[config.mk]
export PLATFORM = sky130hd
export DESIGN_NAME = rst_cause_seq
export DESIGN_NICKNAME = d
export VERILOG_FILES = /design/src/rtl/rcs_pkg.sv /design/src/rtl/rcs_status.sv /design/src/rtl/rcs_delay.sv /design/src/rtl/rcs_seq.sv /design/src/rtl/rst_cause_seq.sv
export SDC_FILE = /design/constraint.sdc
export NUM_CORES = 1
export LEC_CHECK = 0
export CAP_MARGIN = 25
export CORE_MARGIN = 1.5
export CORE_UTILIZATION = 60
export DETAILED_ROUTE_END_ITERATION = 8
export DONT_BUFFER_PORTS = 1
export HOLD_SLACK_MARGIN = 0.15
export PLACE_DENSITY_LB_ADDON = 0.12
export SLEW_MARGIN = 20
export SYNTH_ARGS = -nofsm -noshare
export SYNTH_HDL_FRONTEND = slang
export SYNTH_SLANG_ARGS = --single-unit
[constraint.sdc]
create_clock -name clk -period 2.5 [get_ports clk]
set_clock_uncertainty 0.2 [all_clocks]
set_input_delay 0.125 -clock clk [delete_from_list [all_inputs] [get_ports clk]]
set_output_delay 0.125 -clock clk [all_outputs]
set_load 0.01 [all_outputs]
[src/rtl/rcs_pkg.sv]
package rcs_pkg;
    typedef enum logic [1:0] {
        ST_PWRUP = 2'd0,
        ST_SUSP  = 2'd1,
        ST_HOLD  = 2'd2,
        ST_RUN   = 2'd3
    } rcs_state_t;

    localparam int unsigned FLAG_POR = 4;
    localparam int unsigned FLAG_USB = 5;
    localparam int unsigned FLAG_WDR = 6;
endpackage

[src/rtl/rcs_status.sv]
module rcs_status (
    input  logic       clk,
    input  logic       rst_n,
    input  logic       set_usb,
    input  logic       set_wdr,
    input  logic       we,
    input  logic [7:0] wdata,
    output logic [7:0] status
);
    import rcs_pkg::*;

    logic f_por, f_usb, f_wdr;
    logic keep_por, keep_usb, keep_wdr;

    always_comb begin
        keep_por = we ? wdata[FLAG_POR] : 1'b1;
        keep_usb = we ? wdata[FLAG_USB] : 1'b1;
        keep_wdr = we ? wdata[FLAG_WDR] : 1'b1;
    end

    always_ff @(posedge clk or negedge rst_n) begin
        if (!rst_n) begin
            f_por <= 1'b1;
            f_usb <= 1'b0;
            f_wdr <= 1'b0;
        end else begin
            f_por <= f_por & keep_por;
            f_usb <= set_usb | (f_usb & keep_usb);
            f_wdr <= set_wdr | (f_wdr & keep_wdr);
        end
    end

    always_comb begin
        status           = 8'h00;
        status[FLAG_POR] = f_por;
        status[FLAG_USB] = f_usb;
        status[FLAG_WDR] = f_wdr;
    end

    // an event in a cycle always shows as a set flag afterwards
    a_r10_usb_event_wins: assert property (@(posedge clk) disable iff (!rst_n)
        set_usb |=> status[FLAG_USB]);
    a_r10_wdr_event_wins: assert property (@(posedge clk) disable iff (!rst_n)
        set_wdr |=> status[FLAG_WDR]);
    // a flag never rises without its event
    a_r9_no_spurious_usb: assert property (@(posedge clk) disable iff (!rst_n)
        !set_usb |=> !$rose(status[FLAG_USB]));
    a_r9_por_never_rises: assert property (@(posedge clk) disable iff (!rst_n)
        !$rose(status[FLAG_POR]));
endmodule

[src/rtl/rcs_delay.sv]
module rcs_delay #(
    parameter int unsigned SHORT_TICKS = 128,
    parameter int unsigned LONG_TICKS  = 96000,
    localparam int unsigned CW = $clog2(LONG_TICKS + 1)
) (
    input  logic clk,
    input  logic rst_n,
    input  logic start,
    input  logic long_sel,
    input  logic tick,
    output logic done
);
    localparam logic [CW-1:0] SHORT_V = CW'(SHORT_TICKS);
    localparam logic [CW-1:0] LONG_V  = CW'(LONG_TICKS);

    logic [CW-1:0] cnt;

    always_ff @(posedge clk or negedge rst_n) begin
        if (!rst_n)
            cnt <= '0;
        else if (start)
            cnt <= long_sel ? LONG_V : SHORT_V;
        else if (tick && cnt != '0)
            cnt <= cnt - 1'b1;
    end

    assign done = (cnt == '0);

    // the count only moves down, and only on a tick, between loads
    a_r5_no_count_up: assert property (@(posedge clk) disable iff (!rst_n)
        !start |=> cnt <= $past(cnt));
    a_r5_tick_needed: assert property (@(posedge clk) disable iff (!rst_n)
        (!start && !tick) |=> $stable(cnt));
endmodule

[src/rtl/rcs_seq.sv]
module rcs_seq (
    input  logic clk,
    input  logic rst_n,
    input  logic strap,
    input  logic usb_dm,
    input  logic usb_dp,
    input  logic usb_bus_rst,
    input  logic wdt_req,
    input  logic dly_done,
    output logic dly_start,
    output logic wdt_take,
    output logic core_rst,
    output logic suspended
);
    import rcs_pkg::*;

    rcs_state_t state, nxt;
    logic lines_idle, wake;

    assign lines_idle = usb_dm & ~usb_dp;
    assign wake       = usb_bus_rst | ~usb_dm;

    always_comb begin
        nxt = state;
        unique case (state)
            ST_PWRUP: nxt = (strap && lines_idle) ? ST_SUSP : ST_HOLD;
            ST_SUSP:  if (wake) nxt = ST_HOLD;
            ST_HOLD:  if (dly_done) nxt = ST_RUN;
            ST_RUN:   if (wdt_req) nxt = ST_HOLD;
            default:  nxt = ST_PWRUP;
        endcase
    end

    always_ff @(posedge clk or negedge rst_n) begin
        if (!rst_n) state <= ST_PWRUP;
        else        state <= nxt;
    end

    always_comb begin
        core_rst  = 1'b1;
        suspended = 1'b0;
        dly_start = 1'b0;
        wdt_take  = 1'b0;
        unique case (state)
            ST_PWRUP: dly_start = (nxt == ST_HOLD);
            ST_SUSP: begin
                suspended = 1'b1;
                dly_start = wake;
            end
            ST_HOLD: ;
            ST_RUN: begin
                core_rst  = 1'b0;
                wdt_take  = wdt_req;
                dly_start = wdt_req;
            end
            default: ;
        endcase
    end

    // suspend keeps the core in reset
    a_r2_susp_holds_core: assert property (@(posedge clk) disable iff (!rst_n)
        suspended |-> core_rst);
    // release only after the counter reached its terminal count
    a_r5_release_after_done: assert property (@(posedge clk) disable iff (!rst_n)
        $fell(core_rst) |-> $past(dly_done));
    // accepted watchdog request reasserts reset next cycle
    a_r6_wdt_resets: assert property (@(posedge clk) disable iff (!rst_n)
        wdt_take |=> core_rst);
    // leaving suspend never lands directly in run
    a_r3_susp_to_hold: assert property (@(posedge clk) disable iff (!rst_n)
        $fell(suspended) |-> core_rst);
endmodule

[src/rtl/rst_cause_seq.sv]
module rst_cause_seq #(
    parameter int unsigned SHORT_US = 128,
    parameter int unsigned LONG_US  = 96000,
    parameter int unsigned SCALE    = 1
) (
    input  logic       clk,
    input  logic       pwr_good,
    input  logic       tick_us,
    input  logic       strap,
    input  logic       usb_dm,
    input  logic       usb_dp,
    input  logic       usb_bus_rst,
    input  logic       wdt_req,
    input  logic       reg_we,
    input  logic [7:0] reg_wdata,
    output logic       core_rst,
    output logic       usb_addr_clr,
    output logic       suspended,
    output logic [7:0] status
);
    import rcs_pkg::*;

    localparam int unsigned SHORT_T = (SHORT_US / SCALE) > 0 ? SHORT_US / SCALE : 1;
    localparam int unsigned LONG_T  = (LONG_US / SCALE) > 0 ? LONG_US / SCALE : 1;

    logic dly_start, dly_done, dly_long, wdt_take;

    assign dly_long     = ~strap & status[FLAG_POR];
    assign usb_addr_clr = core_rst | usb_bus_rst;

    rcs_seq u_seq (
        .clk        (clk),
        .rst_n      (pwr_good),
        .strap      (strap),
        .usb_dm     (usb_dm),
        .usb_dp     (usb_dp),
        .usb_bus_rst(usb_bus_rst),
        .wdt_req    (wdt_req),
        .dly_done   (dly_done),
        .dly_start  (dly_start),
        .wdt_take   (wdt_take),
        .core_rst   (core_rst),
        .suspended  (suspended)
    );

    rcs_delay #(.SHORT_TICKS(SHORT_T), .LONG_TICKS(LONG_T)) u_dly (
        .clk     (clk),
        .rst_n   (pwr_good),
        .start   (dly_start),
        .long_sel(dly_long),
        .tick    (tick_us),
        .done    (dly_done)
    );

    rcs_status u_stat (
        .clk    (clk),
        .rst_n  (pwr_good),
        .set_usb(usb_bus_rst),
        .set_wdr(wdt_take),
        .we     (reg_we),
        .wdata  (reg_wdata),
        .status (status)
    );

    // no watchdog flag appears from a request made while in reset
    a_r7_wdt_ignored_in_reset: assert property (@(posedge clk) disable iff (!pwr_good)
        (core_rst && !status[FLAG_WDR]) |=> !status[FLAG_WDR]);
    // bus reset leaves a running core running
    a_r8_bus_rst_no_core: assert property (@(posedge clk) disable iff (!pwr_good)
        (!core_rst && usb_bus_rst && !wdt_req) |=> !core_rst);
endmodule

Yosys cells after proc, flatten, opt, wreduce, memory -nomap -nowiden
Index checks and enable logic that the tools add are counted.
{ "word_totals": {"ff_bits": 22, "latch_bits": 0, "ramBits": 0, "romBits": 0, "inputBits": 17, "out_inout_bits": 11, "elab_cells": 43, "memories": 0} }
{ "op_classes": {"addsub": 1, "multipliers": 0, "div_mod_pow": 0, "magnitude_cmp": 0, "eq_ne": 4, "shift": 0, "muxes": 15, "bitwise_logic": 12, "n_reduce_logical": 6} }
{ "op_table": {"columns": ["op", "n"], "rows": [
  ["two-way mux 17 bit", 3],
  ["zero test 17 bit", 1],
  ["nonzero test 17 bit", 1],
  ["subtractor 17 x 1 -> 17 bit, second input constant", 1],
  ["two-way mux 2 bit", 4],
  ["one-hot mux 2 bit (4 select lines)", 1],
  ["equality test 2 bit, second input constant", 3],
  ["two-way mux 1 bit", 6],
  ["bitwise AND 1 bit", 5],
  ["bitwise OR 1 bit", 4],
  ["inverter 1 bit", 3],
  ["one-hot mux 1 bit (3 select lines)", 1],
  ["equality test 2 x 1 -> 1 bit, second input constant", 1],
  ["logical AND 1 bit", 2],
  ["zero test 2 bit", 1],
  ["nonzero test 2 bit", 1]
]} }

Depth between registers and ports, before layout
Gate-level depths: netlist (run 1).
{ "depth": {"word_depth": 8, "mapped_depth": 8, "mapped_depth_nobuf": 6} }

Cells and area by module
Synthesis (run 1) repeated with hierarchy kept, for this count alone.
{ "unflattened": {"cells_unflattened": 137, "area_unflattened_um2": 1353.8} }
{ "by_module_without_submodules": {"columns": ["module", "n_inst", "cells_each", "area_each_um2", "seq_area_each_um2"], "rows": [
  ["rcs_delay", 1, 100, 1014.7, 425.4],
  ["rcs_status", 1, 18, 178.9, 76.3],
  ["rcs_seq", 1, 17, 147.6, 50.0],
  ["rst_cause_seq", 1, 2, 12.5, 0.0]
]} }

Least setup slack after synthesis (run 1)
OpenSTA, ideal clock, no wires.
{ "synth_path": {"kind": "register to register", "from": "register u_dly.cnt[0]", "to": "register u_dly.cnt[14]", "setup_time_ns": 0.082, "arrival_ns": 1.839, "t_required_ns": 2.218, "slack_ns": 0.379, "stages_incl_launch_ff": 7, "n_path_buf": 0, "period_less_slack_ns": 2.121, "path_cell_list": "dfrtp_1 > inv_1 > ha_1 > nor4bb_1 > nand2_1 > or4b_1 > a31oi_1"} }
{ "synth_via": {"elab_chain_cells": 6, "elab_cells_between_ends": 11, "cone_classes": "1 x add/sub; 1 x eq/ne; 5 x mux; 4 x reduce/logical"} }
{ "synth_lines": {"columns": ["element", "line", "source"], "rows": [
  ["start, declared", "rcs_delay.sv:16", "logic [CW-1:0] cnt;"],
  ["start signal, assigned", "rcs_delay.sv:22", "cnt <= long_sel ? LONG_V : SHORT_V;"],
  ["start signal, assigned", "rcs_delay.sv:24", "cnt <= cnt - 1'b1;"],
  ["zero test 17 bit", "rcs_delay.sv:27", "assign done = (cnt == '0);"],
  ["two-way mux 2 bit", "rcs_seq.sv:28", "ST_HOLD: if (dly_done) nxt = ST_RUN;"],
  ["one-hot mux 2 bit (4 select lines)", "rcs_seq.sv:25", "unique case (state)"],
  ["equality test 2 bit", "rcs_seq.sv:45", "ST_PWRUP: dly_start = (nxt == ST_HOLD);"],
  ["one-hot mux 1 bit (3 select lines)", "rcs_seq.sv:44", "unique case (state)"],
  ["two-way mux 17 bit or nonzero test 2 bit (tied branches)", null, null]
]} }
Parallel ways exist; a longest one is shown, timed or not. The select of a mux whose other input is x is not followed.
A chain may end at the register's enable or synchronous reset.

Worst setup path after layout (run 1)
Ends and elaborated chain as after synthesis.

==> results.tsv, run 1 <==
stage	metric	value	unit
timing	finalWorstSetupSlack	191	ps
run_status	status	complete, no violations	
floorplan	row_count	17	
power	power.total	1.47	mW
worst_hold_path	hp-class	in2out	
power	switching_share	0.406	
floorplan	core-area	2250	sq um
routing	drt_iter0_markers	38	
routing	vias_per_cell	6.39	
timing	layout_min_cycle_time	2310	ps
power	seqPwrFrac	0.458	
timing	fin_crit_sh	0.924	
worst_setup_path	start_kind	register	
worst_setup_path	critical_path_class	reg2reg	
placement	placed_area	1510	sq um
logic_synthesis	syn_area	1470	sq um
flow_run	drv_cap	0	
clock_tree	cts_tree	done	
worst_setup_path	cp.arrival	2360	ps
floorplan	initial_core_util	0.653	
placement	gp_congestion	0.798	
timing	rsz0062_at_grt	false	
power	switchingPower	0.596	mW
worst_setup_path	worstSetupEndpointType	register	
finish	antenna_cells	0	
routing	first_pass_iters	4	
power	internal_power	0.871	mW
finish	layout-drive-gt1-share	0.181	
timing	max_slew.worst_pin.slew	600	ps
clock_tree	clock_latency	330	ps
global_route	grt_pass1_vias	1290	
global_route	groute.usage.overall	0.281	
worst_setup_path	path_buf_inv	1	
logic_synthesis	yosysSeqAreaShare	0.375	
timing	final.setup.tns	0	ps
floorplan	die_h	52.5	um
routing	route.detailed.drc	0	
timing	finalHoldViolCount	0	
placement	dp_hpwl	2360	um
global_route	grt_remaining_overflow	0	
routing	num_vias	1309	
timing	timing.fmax	433	MHz
finish	final_area	1720	sq um
logic_synthesis	syn-instance-count	157	
worst_setup_path	critical-path-slowest-cell	or4b_1	
logic_synthesis	synth.ff_latch_count	22	
clock_tree	cts_buffers	3	
finish	final_util	0.761	
worst_setup_path	path_cells	inv_1 -> ha_1 -> nor4bb_2 -> nand2_1 -> or4b_1 -> a31oi_1	
clock_tree	clock-sinks	22	
worst_setup_path	cpLargestDelayFamily	simple AND/OR/NAND/NOR gates	
logic_synthesis	synth_cell_types	51	
power	combinationalPowerShare	0.400	
clock_tree	cts_root_buffer	clkbuf_4	
placement	post-place-ws	203	ps
logic_synthesis	yosysWarnings	0	
finish	syn_to_final_growth	16.5	%
timing	setup_viol	0	
power	p_leak	0.707	nW
clock_tree	h-tree-depth	1	
clock_tree	postCtsSetupBuffers	0	
finish	nets	197	
routing	finalWirelength	3630	um
timing	relSlewSlack	0.594	
global_route	grt_pass1_wl	5610	um
worst_setup_path	critPathMaxFanout	6	
logic_synthesis	synth_edf_count	0	
timing	slew_violations	0	
routing	ant_nets	0	
global_route	grt_antenna_before_repair	0	
placement	port_buffers	0	
global_route	grt_max_degree	23	
power	power_frac_clock	0.142	
clock_tree	clockBufferDepth	2	
clock_tree	clk_pin_slew	120	ps
power	powerDensity	855	nW/um^2
worst_setup_path	max_stage_delay	540	ps
logic_synthesis	avgSynthCellArea	9.38	sq um
routing	wl_per_cell	17.7	um
floorplan	ioPinCount	28	
logic_synthesis	synth_ff_type	dfrtp_1	
logic_synthesis	synth-async-reset-ratio	1.00	
floorplan	die_w	52.5	um
worst_setup_path	cp.required	2550	ps
power	peakVddDrop	0.000573	V
floorplan	dieArea	2760	sq um
==> final cells by class <==
class                      instances  area (sq um)
clock buffer                       4          36.3
inverter                           3          11.3
sequential                        22           552
tap                               28          35.0
multi-input combinational        122           841
fill                             171           539
timing repair buffer              26           240
==> worst paths after layout <==
path	from	to	slack [ps]	cells after the start
worst max-delay path	u_dly.cnt[0]$_DFFE_PN0P_	u_dly.cnt[14]$_DFFE_PN0P_	190	6
worst min-delay path	usb_bus_rst	usb_addr_clr	170	1
worst max register to register	u_dly.cnt[0]$_DFFE_PN0P_	u_dly.cnt[14]$_DFFE_PN0P_	190	6
worst min register to register	u_dly.cnt[15]$_DFFE_PN0P_	u_dly.cnt[15]$_DFFE_PN0P_	410	2
max in group asynchronous	pwr_good	u_dly.cnt[3]$_DFFE_PN0P_	1320	4
min in group asynchronous	pwr_good	u_dly.cnt[11]$_DFFE_PN0P_	640	4
==> kinds of logic after synthesis <==
kind of cell    synth area share
simple gates               0.292
compound gates             0.211
flops                      0.375
buf+inv                   0.0688
mux                       0.0340
fa+ha+maj                 0.0170
other cells              0.00255
==> metrics by stage <==
step / std cells / hold slack [ps]
floorplan: 161 / -371
global placement: 185 / -370
detailed placement: 185 / -370
CTS: 202 / 167
global route: 205 / 157
finish: 205 / 168
==> power by group through the flow <==
stage	Clock, mW	Combinational, mW	Sequential [mW]
after floorplan	0	0.436	0.615
after global placement	0	0.527	0.654
after detailed placement	0	0.551	0.667
after CTS	0.207	0.576	0.660
after global routing	0.226	0.652	0.689
final	0.208	0.586	0.672
==> per-layer routing <==
metal	wire length, um	global-route usage
met2	1840	0.475
met1	1560	0.333
met5	0	0
met4	111	0.171
met3	120	0.0429
==> layout by cell type, fill, tap and decap left out, drive strengths merged, types with 2 or more instances in the layout <==
| cell type | count |
|---|---|
| a2111o | 2 |
| a211oi | 6 |
| a21boi | 3 |
| a21oi | 9 |
| a31oi | 3 |
| buf | 12 |
| clkbuf | 4 |
| conb | 5 |
| dfrtp | 21 |
| dlygate4sd3 | 14 |
| ha | 2 |
| inv | 3 |
| mux2i | 5 |
| nand2 | 12 |
| nand2b | 5 |
| nand3 | 3 |
| nor2 | 5 |
| nor2b | 5 |
| nor3 | 6 |
| nor3b | 2 |
| nor4 | 4 |
| nor4bb | 3 |
| o21ai | 7 |
| o31ai | 4 |
| or2 | 3 |
| or3 | 4 |
| or3b | 2 |
| or4 | 4 |
| or4b | 2 |
==> state kept, by name (all words and copies together) (netlist names) <==
| register | flops |
|---|---|
| u_stat.f_por | 1 |
| u_stat.f_usb | 1 |
| u_stat.f_wdr | 1 |
| u_dly.cnt | 17 |
| u_seq.state | 2 |
==> cell usage after synthesis, drive strengths merged, types with 2 or more instances <==
cell | instances | share of area
o31ai | 4 | 0.020
a211oi | 6 | 0.039
nor2b | 5 | 0.021
inv | 3 | 0.0076
mux2i | 5 | 0.034
or2 | 3 | 0.013
nand2b | 5 | 0.021
or4b | 2 | 0.014
nor3b | 2 | 0.010
a2111o | 2 | 0.015
nand3 | 3 | 0.010
or3 | 4 | 0.020
a21boi | 3 | 0.015
nor4 | 4 | 0.021
o21ai | 7 | 0.024
or4 | 4 | 0.023
dfrtp | 21 | 0.36
a31oi | 3 | 0.013
nand2 | 12 | 0.031
ha | 2 | 0.017
a21oi | 9 | 0.031
or3b | 2 | 0.012
clkbuf | 2 | 0.0051
buf | 12 | 0.056
nor2 | 5 | 0.013
nor4bb | 3 | 0.020
nor3 | 6 | 0.024
==> timing repair <==
action / in CTS / in global routing
resized for setup: 0 / 1
hold buffers: 13 / 3
endpoints found under the setup margin: 0 / 1
hold endpoints to repair: 39 / 22
(Power assumes the default switching activity.)
==> inputs of run 2 (changes only) <==
- ABC_AREA: not set -> 1
==> run 2 against run 1 <==
Final cell count up 31%. Sequential power down 7.4%. Hold slack better by 110 ps. Register-to-register slack better by 310 ps. First-iteration DRC count down 34%. Die area up 3.3%. Combinational power up 46%. Synthesized cell count up 42%. Sequential share of layout area up 0.55 points. Critical path depth up 5. Sequential cell count unchanged. Power up 15%. Critical endpoint is now u_dly.cnt[8]$_DFFE_PN0P_.
==> results.tsv, run 2 <==
stage	metric	value	unit	change
run_status	status	complete, no violations		unchanged
worst_setup_path	cp_common_cell	nand2_1		
worst_setup_path	cpLargestDelayFamily	buffers and inverters		was simple AND/OR/NAND/NOR gates
floorplan	die_h	53.4	um	was 52.5 um
finish	largestRegisters	u_dly.cnt (17), u_seq.state (2)		unchanged
power	peakVddDrop	0.000644	V	was 0.000573 V
finish	syn_to_final_growth	10.7	%	was 16.5%
timing	finalHoldViolCount	0		unchanged
logic_synthesis	syn_area	1520	sq um	was 1470 sq um
timing	rsz0062_at_grt	false		unchanged
routing	ant_nets	0		unchanged
finish	nets	258		was 197
power	powerDensity	997	nW/um^2	was 855 nW/um^2
finish	fill_cells	226		was 171
timing	relSlewSlack	0.593		was 0.594
clock_tree	clk_pin_slew	140	ps	was 120 ps
worst_setup_path	critPathMaxFanout	11		was 6
floorplan	die_w	53.4	um	was 52.5 um
finish	largest_reg_flops	17		unchanged
logic_synthesis	synth_cell_types	28		was 51
timing	max_slew.worst_pin.slew	605	ps	was 600 ps
logic_synthesis	syn-instance-count	223		was 157
global_route	groute.usage.overall	0.275		was 0.281
routing	vias_per_cell	5.19		was 6.39
finish	antenna_cells	0		unchanged
logic_synthesis	yosysMostFrequentCell	nand2_1		was dfrtp_1
worst_setup_path	critical-path-slowest-cell	dlygate4sd3_1		was or4b_1
worst_setup_path	start_kind	primary input		was register
routing	first_pass_iters	4		unchanged
clock_tree	clockBufferDepth	2		unchanged
logic_synthesis	yosysWarnings	0		unchanged
routing	num_vias	1390		was 1309
finish	max_flop_register	u_dly.cnt		unchanged
flow_run	drv_cap	0		unchanged
floorplan	dieArea	2850	sq um	was 2760 sq um
finish	multi_input_area	820	sq um	was 841 sq um
timing	holdWs	280	ps	was 168 ps
routing	wl_per_cell	12.6	um	was 17.7 um
logic_synthesis	synth_top_area_cell	dfrtp_1		unchanged
logic_synthesis	synth.ff_latch_count	22		unchanged
timing	slew_violations	0		unchanged
routing	route.detailed.drc	0		unchanged
global_route	grt_antenna_before_repair	0		unchanged
finish	final_common_cell	nand2_1		was dfrtp_1
clock_tree	postCtsResizedCells	0		unchanged
worst_setup_path	worstSetupEndpointType	register		unchanged
finish	final_cell_mix	nand2_1, nor2_1, dfrtp_1		was dfrtp_1, dlygate4sd3_1, nand2_1
placement	port_buffers	0		unchanged
global_route	grt_remaining_overflow	0		unchanged
logic_synthesis	synth_edf_count	0		unchanged
logic_synthesis	synth_commonest_cells	nand2_1, nor2_1, dfrtp_1		was dfrtp_1, nand2_1, a21oi_1, buf_4, o21ai_0
timing	timing.fmax	442	MHz	was 433 MHz
clock_tree	cts_buffers	3		unchanged
timing	fin_crit_sh	0.905		was 0.924
timing	layout_min_cycle_time	2260	ps	was 2310 ps
global_route	grt_pass1_vias	1336		was 1290
logic_synthesis	avgSynthCellArea	6.83	sq um	was 9.38 sq um
logic_synthesis	synth-async-reset-ratio	1.00		unchanged
placement	dp_hpwl	2250	um	was 2360 um
routing	drt_iter0_markers	25		was 38
placement	gp_congestion	0.863		was 0.798
timing	final.setup.tns	0	ps	unchanged
worst_hold_path	hp-class	in2reg		was in2out
logic_synthesis	yosysSeqAreaShare	0.362		was 0.375
global_route	grt_pass1_wl	5670	um	was 5610 um
floorplan	initial_core_util	0.627		was 0.653
clock_tree	clock_latency	320	ps	was 330 ps
logic_synthesis	synthTopCellsByArea	dfrtp_1, nand2_1, nor2_1, nand3_1, buf_4		was dfrtp_1, buf_4, mux2i_1, a21oi_1, nand2_1
floorplan	core-area	2430	sq um	was 2250 sq um
worst_setup_path	path_buf_inv	4		was 1
routing	finalWirelength	3380	um	was 3630 um
floorplan	row_count	18		was 17
worst_setup_path	max_stage_delay	580	ps	was 540 ps
logic_synthesis	synth_ff_type	dfrtp_1		unchanged
worst_setup_path	critical_path_class	in2reg		was reg2reg
worst_setup_path	cp.arrival	2300	ps	was 2360 ps
worst_setup_path	cp.required	2530	ps	was 2550 ps
clock_tree	h-tree-depth	1		unchanged
finish	seq_area	552	sq um	unchanged
clock_tree	cts_root_buffer	clkbuf_4		unchanged
worst_setup_path	path_cells	dlygate4sd3_1 -> nand3b_1 -> dlygate4sd3_1 -> nand2_1 -> inv_1 -> nor2_4 -> buf_4 -> nand3_1 -> nand2_1 -> nand2_1 -> o21ai_0		was inv_1 -> ha_1 -> nor4bb_2 -> nand2_1 -> or4b_1 -> a31oi_1
logic_synthesis	netlist.area_leader.share	0.345		was 0.357
finish	layout-drive-gt1-share	0.105		was 0.181
floorplan	ioPinCount	28		unchanged
timing	setup_viol	0		unchanged
power	p_leak	0.902	nW	was 0.707 nW
finish	final_util	0.693		was 0.761
clock_tree	clock-sinks	22		unchanged
global_route	grt_max_degree	23		unchanged
clock_tree	cts_tree	done		unchanged
==> run 2: kinds of logic after synthesis <==
logic type,synth area share
AND/OR/NAND/NOR,0.429
buffers and inverters,0.110
flip-flops,0.362
AO/OA/AOI/OAI,0.0509
XOR/XNOR,0.0287
adder cells (fa/ha/maj),0.0164
other,0.00246
==> run 2: cell type report <==
type / instances / area share
multi-input cells: 175 / 0.486
flip-flops and latches: 22 / 0.327
repair buffers: 18 / 0.0994
inverters: 19 / 0.0438
well taps: 30 / 0.0223
clock buffers: 4 / 0.0215
==> run 2: path summary, 6_finish.rpt <==
path,startpoint,to,slack (ps),cells after the start
max,usb_dm,u_dly.cnt[8]$_DFFE_PN0P_,240,11
min,reg_wdata[6],u_stat.f_wdr$_DFF_PN0_,280,3
max reg2reg,u_dly.cnt[0]$_DFFE_PN0P_,u_dly.cnt[10]$_DFFE_PN0P_,500,11
min reg2reg,u_dly.cnt[16]$_DFFE_PN0P_,u_dly.cnt[16]$_DFFE_PN0P_,320,2
max in group asynchronous,pwr_good,u_seq.state[0]$_DFF_PN0_,330,4
min in group asynchronous,pwr_good,u_dly.cnt[9]$_DFFE_PN0P_,560,3
==> run 2: worst reg2reg max path, cell delays in order (launching register included) <==
cell	delay, ps
dfrtp_1	420
inv_1	130
ha_1	210
nand2_1	140
nor2_1	350
nand2_1	100
nand2_1	80
nand2_1	50
nand2_1	60
nand2_1	50
nand2_1	60
nand2_1	40
==> run 2: per-layer routing <==
metal | GRT usage | share of wire | wire, um
met1 | 0.353 | 0.46 | 1560
met2 | 0.467 | 0.49 | 1670
met3 | 0.0424 | 0.037 | 125
met4 | 0.0897 | 0.0074 | 25
met5 | 0 | 0 | 0
==> run 2: timing repair <==
| item | 4_1_cts | 5_1_grt |
|---|---|---|
| endpoints found under the setup margin | 0 | 1 |
| hold endpoints to repair | 44 | 22 |
| hold buffers | 12 | 3 |
| setup buffers | 0 | 3 |
==> run 2: power breakdown <==
part	internal (mW)	total, mW	leakage [nW]	switching (mW)
Sequential	0.479	0.622	0.277	0.143
Combinational	0.314	0.853	0.604	0.540
Clock	0.0891	0.207	0.0210	0.118
==> run 2: through the flow <==
stage / power, mW / cells / area [sq um] / worst slack (ps)
finish: 1.68 / 268 / 1690 / 238
global route: 1.85 / 268 / 1690 / 111
CTS: 1.67 / 262 / 1640 / 174
detailed placement: 1.43 / 246 / 1480 / 555
global placement: 1.40 / 246 / 1480 / 592
floorplan: 1.30 / 227 / 1540 / 827
==> inputs of run 3 (changes only) <==
- CORE_ASPECT_RATIO: not set -> 0.9
==> run 3 against run 2 <==
Power up 0.46%. Via count up 6.8%. Largest cell class unchanged. Non-clock buffer count up 3.
==> results.tsv, run 3 (same netlist as run 2, synthesis figures left out) <==
stage	metric	value	unit	change
worst_hold_path	hp-class	in2reg		unchanged
floorplan	die_h	50.8	um	was 53.4 um
power	p_leak	0.936	nW	was 0.902 nW
floorplan	initial_core_util	0.628		was 0.627
run_status	status	complete, no violations		unchanged
worst_setup_path	cp.arrival	2420	ps	was 2300 ps
routing	wl_per_cell	13.2	um	was 12.6 um
global_route	grt_max_degree	23		unchanged
finish	final_cell_mix	nand2_1, nor2_1, dfrtp_1		unchanged
clock_tree	h-tree-depth	1		unchanged
power	internal_power	0.872	mW	was 0.882 mW
timing	finalWorstSetupSlack	159	ps	was 238 ps
routing	route.detailed.drc	0		unchanged
global_route	grt_remaining_overflow	0		unchanged
power	power.total	1.69	mW	was 1.68 mW
floorplan	row_count	17		was 18
routing	num_vias	1484		was 1390
worst_setup_path	critical_path_class	reg2reg		was in2reg
timing	fin_crit_sh	0.936		was 0.905
global_route	grt_pass1_vias	1342		was 1336
timing	timing.fmax	427	MHz	was 442 MHz
power	power_frac_clock	0.107		was 0.123
placement	gp_congestion	0.846		was 0.863
finish	syn_to_final_growth	12.9	%	was 10.7%
global_route	grt_pass1_wl	6120	um	was 5670 um
finish	final_util	0.709		was 0.693
clock_tree	clock-sinks	22		unchanged
clock_tree	cts_tree	done		unchanged
routing	first_pass_iters	4		unchanged
finish	final_common_cell	nand2_1		unchanged
power	switchingPower	0.818	mW	was 0.800 mW
worst_setup_path	critPathMaxFanout	6		was 11
timing	rsz0062_at_grt	false		unchanged
floorplan	dieArea	2850	sq um	about the same
power	combinationalPowerShare	0.524		was 0.507
global_route	groute.usage.overall	0.275		about the same
power	powerDensity	982	nW/um^2	was 997 nW/um^2
timing	relSlewSlack	0.544		was 0.593
power	switching_share	0.484		was 0.476
timing	final.setup.tns	0	ps	unchanged
routing	finalWirelength	3550	um	was 3380 um
finish	fill_cells	184		was 226
placement	post-place-ws	554	ps	was 555 ps
floorplan	die_w	56.1	um	was 53.4 um
worst_setup_path	start_kind	register		was primary input
floorplan	core-area	2420	sq um	was 2430 sq um
worst_setup_path	worstSetupEndpointType	register		unchanged
timing	layout_min_cycle_time	2340	ps	was 2260 ps
finish	largestRegisters	u_dly.cnt (17), u_seq.state (2)		unchanged
finish	max_flop_register	u_dly.cnt		unchanged
timing	max_slew.worst_pin.slew	678	ps	was 605 ps
flow_run	drv_cap	0		unchanged
finish	largest_reg_flops	17		unchanged
global_route	grt_antenna_before_repair	0		unchanged
clock_tree	clock_latency	330	ps	was 320 ps
worst_setup_path	cp.required	2580	ps	was 2530 ps
finish	layout-drive-gt1-share	0.104		was 0.105
placement	port_buffers	0		unchanged
placement	dp_hpwl	2350	um	was 2250 um
finish	nets	261		was 258
clock_tree	cts_root_buffer	clkbuf_4		unchanged
power	peakVddDrop	0.000744	V	was 0.000644 V
timing	slew_violations	0		unchanged
clock_tree	clockBufferDepth	2		unchanged
routing	ant_nets	0		unchanged
routing	drt_iter0_markers	66		was 25
timing	holdWs	189	ps	was 280 ps
floorplan	ioPinCount	28		unchanged
clock_tree	cts_buffers	3		unchanged
finish	antenna_cells	0		unchanged
timing	finalHoldViolCount	0		unchanged
timing	setup_viol	0		unchanged
routing	vias_per_cell	5.52		was 5.19
clock_tree	clk_pin_slew	120	ps	was 140 ps
power	seqPwrFrac	0.369		was 0.370
[run 3: per-layer routing]
layer | track usage | share of wire | vias to the layer above
met3 | 0.0582 | 0.066 | 9
met1 | 0.355 | 0.43 | 692
li1 | - | - | 722
met2 | 0.475 | 0.49 | 61
met4 | 0.0675 | 0.014 | 0
met5 | 0 | 0 | -
[run 3: power groups by stage]
stage               logic [mW]  registers [mW]  clock network [mW]
floorplan                0.714           0.587                   0
global placement         0.779           0.623                   0
detailed placement       0.808           0.626                   0
CTS                      0.854           0.618               0.177
global route              1.02           0.642               0.192
finish                   0.885           0.624               0.180
[run 3: timing repair]
| action | 4_1_cts | 5_1_grt |
|---|---|---|
| setup buffers | 0 | 3 |
| endpoints found under the hold margin | 44 | 22 |
| endpoints found under the setup margin | 0 | 1 |
| hold buffers | 15 | 3 |
| gates resized for setup | 0 | 3 |
[run 3: final timing paths]
| path | depth (start not counted) | slack, ps | startpoint | end |
|---|---|---|---|---|
| max | 11 | 160 | u_dly.cnt[0]$_DFFE_PN0P_ | u_dly.cnt[12]$_DFFE_PN0P_ |
| max reg2reg | 11 | 160 | u_dly.cnt[0]$_DFFE_PN0P_ | u_dly.cnt[12]$_DFFE_PN0P_ |
| min reg2reg | 2 | 330 | u_dly.cnt[16]$_DFFE_PN0P_ | u_dly.cnt[16]$_DFFE_PN0P_ |
| max in group asynchronous | 4 | 330 | pwr_good | u_dly.cnt[12]$_DFFE_PN0P_ |
| min | 6 | 190 | usb_dp | u_dly.cnt[0]$_DFFE_PN0P_ |
| min in group asynchronous | 3 | 550 | pwr_good | u_seq.state[1]$_DFF_PN0_ |
[run 3: area by class of cell]
cell class | instances | area, sq um | share of cell area
clock buffers | 4 | 26.3 | 0.0153
multi-input cells | 175 | 836 | 0.486
repair buffers | 21 | 198 | 0.115
flip-flops and latches | 22 | 552 | 0.321
inverters | 19 | 73.8 | 0.0429
well taps | 28 | 35.0 | 0.0204
[run 3: worst max-delay path: stages (launching register included)]
cell and delay, ps:
dfrtp_1 420, inv_1 140, ha_1 210, nand2_1 180, nor2_4 210, nand3_1 90, nand2_1 70, nand2_1 40
nand2_1 50, nand2_1 50, dlygate4sd3_1 560, nand2_1 60
[run 3: metrics by stage]
| step | std cells | area (sq um) |
|---|---|---|
| finish | 269 | 1720 |
| global route | 269 | 1720 |
| CTS | 263 | 1660 |
| detailed placement | 244 | 1480 |
| global placement | 244 | 1480 |
| floorplan | 227 | 1540 |
